$ cat src/rtl/rtc_irq_ctrl.sv
module rtc_irq_ctrl #(
  parameter int ADDR_W   = 4,
  parameter int NUM_TICK = 6,
  parameter int NUM_CMP  = 6,
  parameter int CMP_BASE = 4
) (
  input  logic              clk,
  input  logic              rst_n,
  input  logic              rd_en,
  input  logic              wr_en,
  input  logic [ADDR_W-1:0] addr,
  input  logic [7:0]        wdata,
  output logic [7:0]        rdata,
  input  logic [NUM_TICK-1:0] tick,
  input  logic [7:0]        cnt_sec,
  input  logic [7:0]        cnt_min,
  input  logic [7:0]        cnt_hour,
  input  logic [7:0]        cnt_dom,
  input  logic [7:0]        cnt_mon,
  input  logic [7:0]        cnt_dow,
  input  logic              pwr_fail,
  input  logic              osc_clk,
  output logic              irq_n,
  output logic              mfo
);
  localparam logic [ADDR_W-1:0] A_STAT = ADDR_W'(0);
  localparam logic [ADDR_W-1:0] A_FLAG = ADDR_W'(1);
  localparam logic [ADDR_W-1:0] A_CTL  = ADDR_W'(2);
  localparam logic [ADDR_W-1:0] A_MODE = ADDR_W'(3);

  logic [NUM_TICK-1:0] flags, en_per;
  logic [7:0]          ctl1;
  logic [7:0]          cmp_q [NUM_CMP];
  logic [7:0]          cnt_v [NUM_CMP];
  logic                osc_sel, bank, st_pf, st_per, st_alm, match_q, match, irq_act;

  assign cnt_v[0] = cnt_sec;
  assign cnt_v[1] = cnt_min;
  assign cnt_v[2] = cnt_hour;
  assign cnt_v[3] = cnt_dom;
  assign cnt_v[4] = cnt_mon;
  assign cnt_v[5] = cnt_dow;

  always_comb begin
    match = |ctl1[NUM_CMP-1:0];
    for (int i = 0; i < NUM_CMP; i++)
      if (ctl1[i] && cmp_q[i] != cnt_v[i]) match = 1'b0;
  end

  wire wr_stat  = wr_en && addr == A_STAT;
  wire flag_hit = (rd_en || wr_en) && addr == A_FLAG && !bank;

  assign irq_act = st_per | (st_alm & ctl1[6]) | (st_pf & ctl1[7]);
  assign irq_n   = ~irq_act;
  assign mfo     = osc_sel ? osc_clk : (st_pf & ctl1[7]);

  always_ff @(posedge clk) begin
    if (!rst_n) begin
      flags   <= '0;
      en_per  <= '0;
      ctl1    <= '0;
      osc_sel <= 1'b0;
      bank    <= 1'b0;
      st_pf   <= 1'b0;
      st_per  <= 1'b0;
      st_alm  <= 1'b0;
      match_q <= 1'b0;
      for (int i = 0; i < NUM_CMP; i++) cmp_q[i] <= '0;
    end else begin
      st_pf   <= pwr_fail;
      match_q <= match;
      flags   <= (flag_hit ? '0 : flags) | tick;
      st_per  <= (st_per & ~(wr_stat & wdata[2])) | (|(tick & en_per));
      st_alm  <= (st_alm & ~(wr_stat & wdata[3])) | (match & ~match_q);
      if (wr_en) begin
        if (addr == A_STAT) bank <= wdata[6];
        if (addr == A_FLAG && bank) en_per <= wdata[NUM_TICK-1:0];
        if (addr == A_CTL && bank) ctl1 <= wdata;
        if (addr == A_MODE) osc_sel <= wdata[7];
        for (int i = 0; i < NUM_CMP; i++)
          if (addr == ADDR_W'(CMP_BASE + i)) cmp_q[i] <= wdata;
      end
    end
  end

  always_comb begin
    rdata = '0;
    case (addr)
      A_STAT: rdata = {1'b0, bank, 2'b00, st_alm, st_per, st_pf, irq_act};
      A_FLAG: rdata = 8'(bank ? en_per : flags);
      A_CTL:  rdata = bank ? ctl1 : 8'h00;
      A_MODE: rdata = {osc_sel, 7'b0};
      default: begin
        for (int i = 0; i < NUM_CMP; i++)
          if (addr == ADDR_W'(CMP_BASE + i)) rdata = cmp_q[i];
      end
    endcase
  end

  assert_flag_clear_R2: assert property (@(posedge clk) disable iff (!rst_n)
    ((rd_en || wr_en) && addr == A_FLAG && !bank && tick == '0) |=> flags == '0);

  assert_w1c_per_R3: assert property (@(posedge clk) disable iff (!rst_n)
    (wr_en && addr == A_STAT && wdata[2] && (tick & en_per) == '0) |=> !st_per);

  assert_read_keeps_R3: assert property (@(posedge clk) disable iff (!rst_n)
    (rd_en && !wr_en && addr == A_STAT && st_per) |=> st_per);

  assert_alarm_needs_en_R5: assert property (@(posedge clk) disable iff (!rst_n)
    $rose(st_alm) |-> $past(|ctl1[NUM_CMP-1:0]));

  assert_pf_follow_R6: assert property (@(posedge clk) disable iff (!rst_n)
    pwr_fail |=> st_pf);

  assert_pf_drop_R6: assert property (@(posedge clk) disable iff (!rst_n)
    !pwr_fail |=> !st_pf);
endmodule

$ cat config.mk
export PLATFORM = sky130hd
export DESIGN_NAME = rtc_irq_ctrl
export DESIGN_NICKNAME = d
export VERILOG_FILES = /design/src/rtl/rtc_irq_ctrl.sv
export SDC_FILE = /design/constraint.sdc
export NUM_CORES = 1
export LEC_CHECK = 0
export CELL_PAD_IN_SITES_DETAIL_PLACEMENT = 0
export CELL_PAD_IN_SITES_GLOBAL_PLACEMENT = 1
export CORE_ASPECT_RATIO = 1.75
export CORE_UTILIZATION = 37
export DETAILED_ROUTE_END_ITERATION = 16
export GPL_ROUTABILITY_DRIVEN = 1
export PLACE_DENSITY = 0.74
export SYNTH_ARGS = -nofsm -noshare
export SYNTH_HDL_FRONTEND = slang
export SYNTH_SLANG_ARGS = --single-unit
$ cat constraint.sdc
create_clock -name clk -period 2.06 [get_ports clk]
set_clock_uncertainty 0.2 [all_clocks]
set_input_delay 0.206 -clock clk [delete_from_list [all_inputs] [get_ports clk]]
set_output_delay 0.206 -clock clk [all_outputs]
set_load 0.02 [all_outputs]
# ---- Word level (Yosys, flattened, before mapping)
# Memory sizes are Yosys's and may differ from the RTL's.
# Index checks and enable logic that the tools add are counted.
dict set report totals {
  in_bits 72
  word_cells 116
  output_inout_bits 10
  mem_count 1
  regBits 26
  ramBits 48
}
dict set report classes {
  n_reduce_logical 20
  n_eq_ne 15
  n_mux 48
  n_bitwise 23
}
# name depth word_bits rd rd_ports_with_merged_regs write_ports line_no
set mem_list {}
lappend mem_list {cmp_q 6 8 6 0 6 33} ;# logic [7:0] cmp_q [NUM_CMP];
# cell n
set op_table {}
lappend op_table {{$mux 8} 13}
lappend op_table {{$ne 8x8->1} 6}
lappend op_table {{$mux 1} 32}
lappend op_table {{$pmux 8 s4} 1}
lappend op_table {{$eq 4x3->1 const B} 4}
lappend op_table {{$mux 6} 2}
lappend op_table {{$reduce_or 6->1} 2}
lappend op_table {{$logic_and 1x1->1} 11}
lappend op_table {{$or 1x1->1} 10}
lappend op_table {{$eq 4x2->1 const B} 2}
lappend op_table {{$eq 4x4->1 const B} 2}
lappend op_table {{$reduce_and 2->1} 4}
lappend op_table {{$and 1x1->1} 7}
lappend op_table {{$and 6x6->6} 1}
lappend op_table {{$or 6x6->6} 1}
lappend op_table {{$eq 4x1->1 const B} 1}
lappend op_table {{$logic_not 4->1} 1}
lappend op_table {{$not 1->1} 4}
lappend op_table {{$logic_not 1->1} 1}
lappend op_table {{$logic_or 1x1->1} 1}

# ---- Logic depth before layout (Yosys ltp)
# Gate-level depths: netlist (run 1).
dict set report depth {
  word_depth 10
  mapped_depth 7
  ltp_nobuf 5
}

# ---- Worst setup path before layout (run 1)
# No wires, ideal clock.
dict set report synth_timing {
  kind {input port to flip-flop}
  start {in addr[0]}
  end {mem cmp_q[0][0], enable pin}
  t_required_ps 1476
  setup_ps 384
  slack_ps -24
  path_buffers 1
  stages 3
  arrival_time_ps 1500
  path_cell_list {buf_4 -> or3b_2 -> o21ai_0}
}
# element line_no
set synth_rtl {}
lappend synth_rtl {{start: declaration} 11} ;# input logic [ADDR_W-1:0] addr,
lappend synth_rtl {{end: declaration} 33}

==> summary.md, run 1 <==
| Metric | Value |
|---|---|
| # rows | 50 |
| P per Cell Area | 644 nW/um^2 |
| Pins Over Slew Limit | 0 |
| Final setup TNS | -300 ps |
| Hold/Removal Path Class | in2reg |
| TritonRoute pass-1 iters | 4 |
| Internal | 3110 uW |
| H-tree Lvls | 3 |
| Initial antenna violation count | 0 |
| Sink Count | 74 |
| Starting Density | 0.385 |
| Largest net degree at the start of global routing | 19 |
| Clock network fraction of total power | 0.402 |
| Syn-to-layout area delta | 52.3% |
| Worst slew pin tran | 554 ps |
| CTS Buf Count | 9 |
| Root buf cell | clkbuf_16 |
| Layout net count | around 620 |
| Sequential-to-total area share from yosys stat | 0.471 |
| Async set-or-reset flop fraction in the synthesized netlist | 0 |
| Fmax | between 400 and 500 MHz |
| Synth unique cells | 48 |
| Avg Synthesized Cell Area | 10.8 um^2 |
| Crit path launch type | flip-flop |
| Via density | between 5 and 6 |
| Min-Delay Path Depth | 2 |
| Final worst slack | -76.4 ps |
| Synth Cell Area | 4170 um^2 |
| Reg clk slew, reported paths | 60 ps |
| I/O Buffers | around 80 |
| Post-synth top flop | edfxtp_1 |
| Crit Path Max Fanout | 2 |
| CP Data Arrival Time | 1730 ps |
| MaxCap Viol Count | 0 |
| R2R setup slack | 80 ps |
| Hold path start | pwr_fail |
| Crit. Startpoint | cmp_q[3][4] |
| GP Congestion | 0.942 |
| Total gr overflow | 0 |
| Iter 0 DRT Violations | ~210 |
| Final antenna-violating net count | 0 |
| Reg2reg end | st_alm |
| Logic gate share of total power | 0.180 |
| CTS Buffer Depth | 2 |
| Status | complete, but fails checks |
| Final core occ | 0.586 |
| Sw Ratio | 0.238 |
| Wire per inst | 20.1 um |
| Switch Pwr | 974 uW |
| Post-Syn Instances | 387 |
| Reg2reg start | cmp_q[2][6] |
| DRC Markers | 0 |
| Vert. Die Dim | 142 um |
| Die W | 82.2 um |
| Worst rel slew slack | 0.629 |
| CTS tree | done |
| # diodes | 0 |
| RSZ-0062 raised after global routing | true |
| Worst R2R Path Depth | 8 |
| Area of the core | 10800 um^2 |
| Clk Latency, worst-skew pair | 330 ps |
| Vias after detailed routing | 3541 |
| Flop pwr share | 0.418 |
| Part of the cycle the worst path needs | 1.04 |
| Die ar. | between 10000 and 15000 um^2 |
| Failing checks | setup timing |
| Vias in the first global route | 3695 |
| Final wirelength | 13800 um |
| Yosys Warn Count | 0 |
| Worst Path Required | roughly 1700 ps |
| Pre-CTS setup slack | -835 ps |
| Synthesized flop and latch total | between 70 and 80 |
| Hold endpoint | st_pf |
| Endpoint class of the critical path | output port |
| Leak | 0.00235 uW |
| Post-synth EDFFs | 48 |
| Post-DP HPWL | 10700 um |
| VDD IR-drop max | 478 uV |
| Final setup viols | 6 |
| Gr usage total | 0.250 |
| First-pass GRT wire length | 20300 um |
| Fin crit period | 2140 ps |
| Share of post-route cells with drive strength above 1 | 0.321 |
| Hold Fails Final Rpt | 0 |
| I/O Pins | 82 |
| Synth Net Count | 459 |
| Crit Path Category | reg2out |
## cells in the final DEF (no fill, tap or decap), types with 5 or more instances in the layout
cell	synthesis	layout
buf_4	3	81
clkdlybuf4s50_1	0	67
and2_1	49	49
edfxtp_1	48	48
xnor2_1	40	37
nand2_1	30	26
dfxtp_1	26	25
nor2b_1	16	16
nand4_1	12	12
nor2_1	11	11
nand3_1	11	11
o21ai_0	18	10
clkbuf_16	0	10
a21oi_2	6	9
mux2i_1	16	9
a21oi_1	11	8
a21boi_0	9	8
xor2_1	8	8
buf_6	1	7
mux4_2	5	6
nand2_2	1	5
mux2i_2	0	5
o21ai_1	0	5
dlygate4sd2_1	0	5
## worst max-delay path, cell delays in order, from the launching register on
cell and delay [ps]:
edfxtp_1 430, mux4_2 510, a221o_1 330, buf_6 140
## logic make-up after synthesis
kind of cell / Yosys count / share of synthesized area
DFF: 74 / 0.471
AOI/OAI and AO/OA: 67 / 0.108
and+or+nand+nor: 151 / 0.210
buffers and inverters: 20 / 0.0249
xor gates and xnor gates: 48 / 0.101
muxes: 27 / 0.0853
## per-stage QoR
step	cell area, um^2	total power (uW)	hold WS [ps]	cells
floorplan	4170	2000	133	387
global placement	5730	2410	214	665
detailed placement	5730	2420	241	665
CTS	6260	4090	250	685
global route	6350	4220	265	685
finish	6350	4090	254	685
## cells in the mapped netlist (3+ instances only)
library cell | n | area share
and2_1 | 49 | 0.074
edfxtp_1 | 48 | 0.35
xnor2_1 | 40 | 0.084
nand2_1 | 30 | 0.027
dfxtp_1 | 26 | 0.12
o21ai_0 | 18 | 0.022
mux2i_1 | 16 | 0.038
nor2b_1 | 16 | 0.024
nand4_1 | 12 | 0.018
a21oi_1 | 11 | 0.013
nand3_1 | 11 | 0.013
nor2_1 | 11 | 0.0099
a21boi_0 | 9 | 0.016
buf_2 | 8 | 0.0096
xor2_1 | 8 | 0.017
a21oi_2 | 6 | 0.013
clkbuf_1 | 6 | 0.0054
a221oi_1 | 5 | 0.011
mux2_2 | 5 | 0.014
mux4_2 | 5 | 0.027
a22oi_1 | 3 | 0.0054
buf_4 | 3 | 0.0054
nor3_1 | 3 | 0.0036
nor3_2 | 3 | 0.0072
o211ai_1 | 3 | 0.0054
## sequential cells by signal (all words and copies together) (netlist names)
| register | cells |
|---|---|
| en_per | 6 |
| st_pf | 1 |
| osc_sel | 1 |
| ctl1 | 8 |
| bank | 1 |
| st_per | 1 |
| match_q | 1 |
| cmp_q | 48 |
| st_alm | 1 |
| flags | 6 |
## final cells by class
cell class / instances / area (um^2)
clock buffers: 11 / 264
repair buffers: 170 / 1580
fillers: 958 / 4480
clock inverters: 5 / 60.1
multi-input cells: 293 / 2310
inverters: 2 / 7.51
well taps: 130 / 163
flip-flops and latches: 74 / 1970
## timing repair
action                                 in CTS  in global routing
hold buffers                                0                  0
resized for setup                          87                 26
cloned                                      2                  0
pin swaps                                  12                 13
setup endpoints to repair                  17                  9
endpoints found under the hold margin       0                  0
setup buffers                               3                  0
## power by group through the flow
stage	sequential [uW]	combinational (uW)	clock (uW)
final	1710	735	1640
after floorplan	1720	285	0
after global routing	1720	777	1730
after global placement	1740	669	0
after CTS	1710	720	1660
after detailed placement	1740	679	0
## worst max path at each step
stage	depth (start not counted)	slack, ps	to
after floorplan	3	-20	cmp_q[0][0]
after global placement	8	-890	rdata[6]
after detailed placement	8	-840	rdata[6]
after CTS	5	-100	rdata[4]
after global routing	6	-120	rdata[5]
final	3	-80	rdata[4]
## routing by layer
layer,part of all wire,up-vias,global-route usage
li1,-,1728,-
met1,0.37,1684,0.270
met2,0.55,106,0.464
met3,0.040,23,0.0353
met4,0.037,0,0.110
met5,0,-,0
(Power assumes the default switching activity.)
==> run 2: changes to the inputs <==
--- a/config.mk
+++ b/config.mk
@@ -8,6 +8,7 @@
 export CELL_PAD_IN_SITES_DETAIL_PLACEMENT = 0
 export CELL_PAD_IN_SITES_GLOBAL_PLACEMENT = 1
 export CORE_ASPECT_RATIO = 1.75
+export CORE_MARGIN = 8
 export CORE_UTILIZATION = 37
 export DETAILED_ROUTE_END_ITERATION = 16
 export GPL_ROUTABILITY_DRIVEN = 1
==> run 2 against run 1 <==
Net effect: the flow still finishes with violations (setup timing); non-clock buffer count up 2; first-iteration DRC count up 3.8%; worst setup slack worse by 69 ps; count of clock-buffer cells in the layout down 1; sequential share of layout area up 0.28 points; total power up 3.7%; sequential power about the same; via count up 1.4%; largest cell class unchanged.
==> summary.md, run 2 (synthesized netlist as in run 1, its figures left out) <==
| Metric | Value |
|---|---|
| Crit Path Max Fanout | 2 |
| Area of the core | 11000 um^2 |
| VDD IR-drop max | 415 uV |
| Failing checks | setup timing |
| Switch Pwr | 970 uW |
| RSZ-0062 raised after global routing | true |
| CP Cell Sequence | mux4_2, a221o_1, buf_6 |
| Most frequent cells in the layout | buf_4, clkdlybuf4s50_1, and2_1 |
| Worst rel slew slack | 0.640 |
| Share of post-route cells with drive strength above 1 | 0.312 |
| GP Congestion | 0.929 |
| Status | complete, but fails checks |
| TritonRoute pass-1 iters | 4 |
| Top flop regs | cmp_q: 48 flops, ctl1: 8 flops |
| Worst slew pin tran | 538 ps |
| Iter 0 DRT Violations | between 200 and 250 |
| Reg clk slew, reported paths | about 60 ps |
| Vias in the first global route | 3945 |
| Crit Path Category | reg2out |
| Sw Ratio | 0.229 |
| Final setup viols | 7 |
| Fin crit period | 2210 ps |
| Leak | 0.00232 uW |
| # rows | slightly above 50 |
| Post-DP HPWL | 11200 um |
| Internal | 3270 uW |
| Total gr overflow | 0 |
| P per Cell Area | slightly below 700 nW/um^2 |
| Layout net count | 624 |
| Root buf cell | clkbuf_16 |
| Top delay family on crit path | multiplexers |
| Die ar. | 15100 um^2 |
| Part of the cycle the worst path needs | 1.07 |
| H-tree Lvls | 3 |
| MaxCap Viol Count | 0 |
| CTS Buf Count | 9 |
| I/O Buffers | 81 |
| Hold Fails Final Rpt | 0 |
| Peak per-stage delay on the critical path | 500 ps |
| Final wirelength | 14100 um |
| Flop pwr share | 0.404 |
| Hold/Removal Path Class | reg2reg |
| Final worst slack | -146 ps |
| Starting Density | 0.378 |
| Pins Over Slew Limit | 0 |
| Syn-to-layout area delta | 50.7% |
| Register area | 1960 um^2 |
| # diodes | 0 |
| Sink Count | 74 |
| Max reg flops | 48 |
| Pre-CTS setup slack | -794 ps |
| Vert. Die Dim | 156 um |
| Fill count | 1009 |
| Area of the multi-input gates | 2250 um^2 |
| DRC Markers | 0 |
| Biggest register | cmp_q |
| CP Data Arrival Time | 1800 ps |
| Vias after detailed routing | 3592 |
| Crit-path slowest cell | mux4_2 |
| Clock network fraction of total power | 0.429 |
| Final antenna-violating net count | 0 |
| Largest net degree at the start of global routing | 34 |
| Die W | between 90 and 100 um |
| Wire per inst | 20.4 um |
| Fmax | 453 MHz |
| Worst Path Required | 1650 ps |
| Via density | 5.21 |
| Crit path launch type | flip-flop |
| CTS tree | done |
| Crit path buffers/inverters | 1 |
| Clk Latency, worst-skew pair | 340 ps |
| I/O Pins | 82 |
| First-pass GRT wire length | 21200 um |
| Commonest non-fill, non-tap cell in the layout | buf_4 |
| Initial antenna violation count | 0 |
| Gr usage total | 0.194 |
| Logic gate share of total power | 0.167 |
| Endpoint class of the critical path | output port |
| Power, Total | 4240 uW |
| CTS Buffer Depth | 2 |
[run 2: cell count changes in the layout (fill, tap and decap cells not counted), sizes merged]
cell / change
clkbuf: -1
bufbuf: -1
clkinv: -2
bufinv: +2
clkdlybuf4s15: +1
buf: +3
dlygate4sd2: -1
clkinvlp: +1
[run 2: cell type report]
type | instances | share of cell area
clock inverters | 6 | 0.0181
flip-flops and latches | 74 | 0.313
multi-input cells | 293 | 0.358
repair buffers | 172 | 0.246
inverters | 2 | 0.00120
clock buffers | 10 | 0.0380
well taps | 132 | 0.0263
[run 2: power groups by stage]
stage | combinational, uW | sequential (uW) | clock, uW
3_5_place_dp | 668 | 1740 | 0
2_1_floorplan | 285 | 1720 | 0
4_1_cts | 698 | 1710 | 1850
3_3_place_gp | 661 | 1740 | 0
5_1_grt | 751 | 1720 | 1910
6_report | 707 | 1710 | 1820
[run 2: worst reg2reg max path, stage by stage (launching register included)]
cell      delay [ps]
edfxtp_1         450
buf_4            170
buf_4            120
xnor2_1          140
nand4_1          120
o21ai_1          160
nand4_1          220
o41ai_2          250
[run 2: stage by stage]
step	area (um^2)	instances	utilization	hold slack, ps	TNS [ps]
after floorplan	4170	387	-	133	-391
after global placement	5740	669	0.520	209	-28960
after detailed placement	5740	669	0.520	224	-31230
after CTS	6230	688	0.564	225	-760
after global routing	6280	689	0.569	259	-820
final	6280	689	0.569	241	-484
[run 2: worst paths after layout]
kind | from | endpoint | slack, ps | cells past startpoint
max | cmp_q[1][5] | rdata[5] | -150 | 3
min | match_q | st_alm | 240 | 1
max reg2reg | cmp_q[1][5] | st_alm | 140 | 7
min reg2reg | match_q | st_alm | 240 | 1
[run 2: layer usage]
| layer | track usage | wire [um] |
|---|---|---|
| met2 | 0.342 | 7590 |
| met4 | 0.141 | 854 |
| met5 | 0 | 0 |
| met3 | 0.0374 | 627 |
| met1 | 0.194 | 5020 |
[run 2: repair_timing]
action	4_1_cts	5_1_grt
hold buffers	0	0
cloned	1	0
endpoints found under the setup margin	24	9
hold endpoints to repair	0	0
pin swaps	9	6
buffers inserted	3	1
resized for setup	76	23
==> run 3: changes to the inputs <==
--- a/config.mk
+++ b/config.mk
@@ -12,7 +12,8 @@
 export CORE_UTILIZATION = 37
 export DETAILED_ROUTE_END_ITERATION = 16
 export GPL_ROUTABILITY_DRIVEN = 1
-export PLACE_DENSITY = 0.74
+export PLACE_DENSITY = 0.81
 export SYNTH_ARGS = -nofsm -noshare
 export SYNTH_HDL_FRONTEND = slang
 export SYNTH_SLANG_ARGS = --single-unit
+export TNS_END_PERCENT = 20
==> run 3 against run 2 <==
Net effect: the run still ends with setup timing left; first-iteration DRC count down 16%; total power shrank 6.8%; sequential cell count unchanged; combinational power fell by 0.6%; worst setup slack better by 12 ps; hold slack worse by 16 ps; clock power fell by 15%; largest cell class unchanged.
==> summary.md, run 3 (synthesized netlist as in run 1, its figures left out) <==
| Metric | Value |
|---|---|
| Reg2reg end | st_alm |
| Biggest register | cmp_q |
| Iter 0 DRT Violations | between 150 and 200 |
| Worst R2R Path Depth | 7 |
| Worst Path Required | between 1500 and 2000 ps |
| RSZ-0062 raised after global routing | true |
| Die W | 96.2 um |
| Switch Pwr | 971 uW |
| I/O Buffers | 81 |
| First-pass GRT wire length | between 20000 and 25000 um |
| Worst rel slew slack | 0.664 |
| Crit path depth | 3 |
| Wire per inst | 20.2 um |
| MaxCap Viol Count | 0 |
| Area of the core | 11000 um^2 |
| Crit path buffers/inverters | 1 |
| Worst setup path end | rdata[5] |
| Endpoint class of the critical path | output port |
| Clock network fraction of total power | 0.391 |
| VDD IR-drop max | 465 uV |
| Sw Ratio | 0.246 |
| Reg2reg start | cmp_q[2][7] |
| Commonest non-fill, non-tap cell in the layout | buf_4 |
| Logic gate share of total power | 0.178 |
| Total gr overflow | 0 |
| Fmax | 456 MHz |
| Layout net count | around 630 |
| Vias in the first global route | about 4k |
| Final antenna-violating net count | 0 |
| Via density | approximately 5.2 |
| Crit Path Max Fanout | 2 |
| TritonRoute pass-1 iters | 4 |
| Most frequent cells in the layout | buf_4, clkdlybuf4s50_1, and2_1 |
| Max reg flops | 48 |
| # diodes | 0 |
| Final setup viols | 6 |
| Syn-to-layout area delta | 48.2% |
| CTS Buffer Depth | 2 |
| Flop pwr share | 0.431 |
| Root buf cell | clkbuf_16 |
| Share of post-route cells with drive strength above 1 | 0.292 |
| Status | complete, but fails checks |
| GP Congestion | 0.973 |
| Initial antenna violation count | 0 |
| Post-DP HPWL | 11400 um |
| Fill count | 1002 |
| Failing checks | setup timing |
| Largest net degree at the start of global routing | 22 |
| Top flop regs | cmp_q: 48 flops, ctl1: 8 flops |
| R2R setup slack | 0 ps |
| Die ar. | 15100 um^2 |
| Hold/Removal Path Class | reg2reg |
| # rows | a little over 50 |
| CTS Buf Count | 9 |
| Clk Latency, worst-skew pair | 330 ps |
| Sink Count | 74 |
| Peak per-stage delay on the critical path | approximately 520 ps |
| Final worst slack | -133 ps |
| Vias after detailed routing | 3592 |
| Starting Density | 0.378 |
| Crit path launch type | flip-flop |
| CP Cell Sequence | mux4_2, a221o_1, buf_6 |
| Worst slew pin tran | 502 ps |
| DRC Markers | 0 |
| Part of the cycle the worst path needs | 1.06 |
| Crit. Startpoint | cmp_q[3][5] |
| Pre-CTS setup slack | -956 ps |
| CTS tree | done |
| Internal | 2980 uW |
| P per Cell Area | 640 nW/um^2 |
| Reg clk slew, reported paths | 60 ps |
| I/O Pins | 82 |
| Vert. Die Dim | 156 um |
| Final wirelength | 14000 um |
| CP Data Arrival Time | 1790 ps |
| Leak | 0.00228 uW |
| Hold Fails Final Rpt | 0 |
| Power, Total | a little under 4000 uW |
| Gr usage total | 0.194 |
| Pins Over Slew Limit | 0 |
| Hold WS | around 220 ps |
| Crit Path Category | reg2out |
| Top delay family on crit path | multiplexers |
| H-tree Lvls | 3 |
| Crit-path slowest cell | mux4_2 |
| Fin crit period | 2190 ps |
run 3: what timing repair did:
item | CTS | global route
setup buffers | 2 | 0
setup endpoints to repair | 36 | 9
resized for setup | 76 | 9
hold buffers | 0 | 0
pin swaps | 11 | 7
run 3: worst min path at each step:
stage             end     start  cells after the start
4_1_cts        st_alm   match_q                      1
2_1_floorplan   st_pf  pwr_fail                      1
6_report       st_alm   match_q                      1
3_3_place_gp   st_alm   match_q                      1
5_1_grt        st_alm   match_q                      1
3_5_place_dp   st_alm   match_q                      1
run 3: through the flow:
stage / utilization / setup TNS [ps] / std cells / instance area (um^2)
global route: 0.559 / -937 / 691 / 6180
global placement: 0.523 / -25850 / 674 / 5780
detailed placement: 0.523 / -29120 / 674 / 5780
floorplan: - / -411 / 387 / 4170
CTS: 0.559 / -754 / 691 / 6170
finish: 0.559 / -555 / 691 / 6180
run 3: layout make-up:
type / instances / area [um^2] / share of cell area
flip-flops and latches: 74 / 1970 / 0.318
well taps: 132 / 165 / 0.0267
clock buffers: 9 / 225 / 0.0365
multi-input cells: 293 / 2210 / 0.358
inverters: 2 / 7.51 / 0.00122
clock inverters: 7 / 68.8 / 0.0111
repair buffers: 174 / 1530 / 0.248
run 3: power groups by stage:
stage | clock network [uW] | registers (uW) | logic, uW
after floorplan | 0 | 1720 | 284
after global placement | 0 | 1740 | 676
after detailed placement | 0 | 1740 | 684
after CTS | 1570 | 1710 | 703
after global routing | 1640 | 1710 | 746
final | 1540 | 1700 | 703
run 3: metal layers:
layer,up-vias,wire length [um],global-route usage
met5,-,0,0
met4,0,612,0.102
met3,32,634,0.0403
met2,99,7740,0.360
met1,1728,4980,0.191
li1,1733,-,-
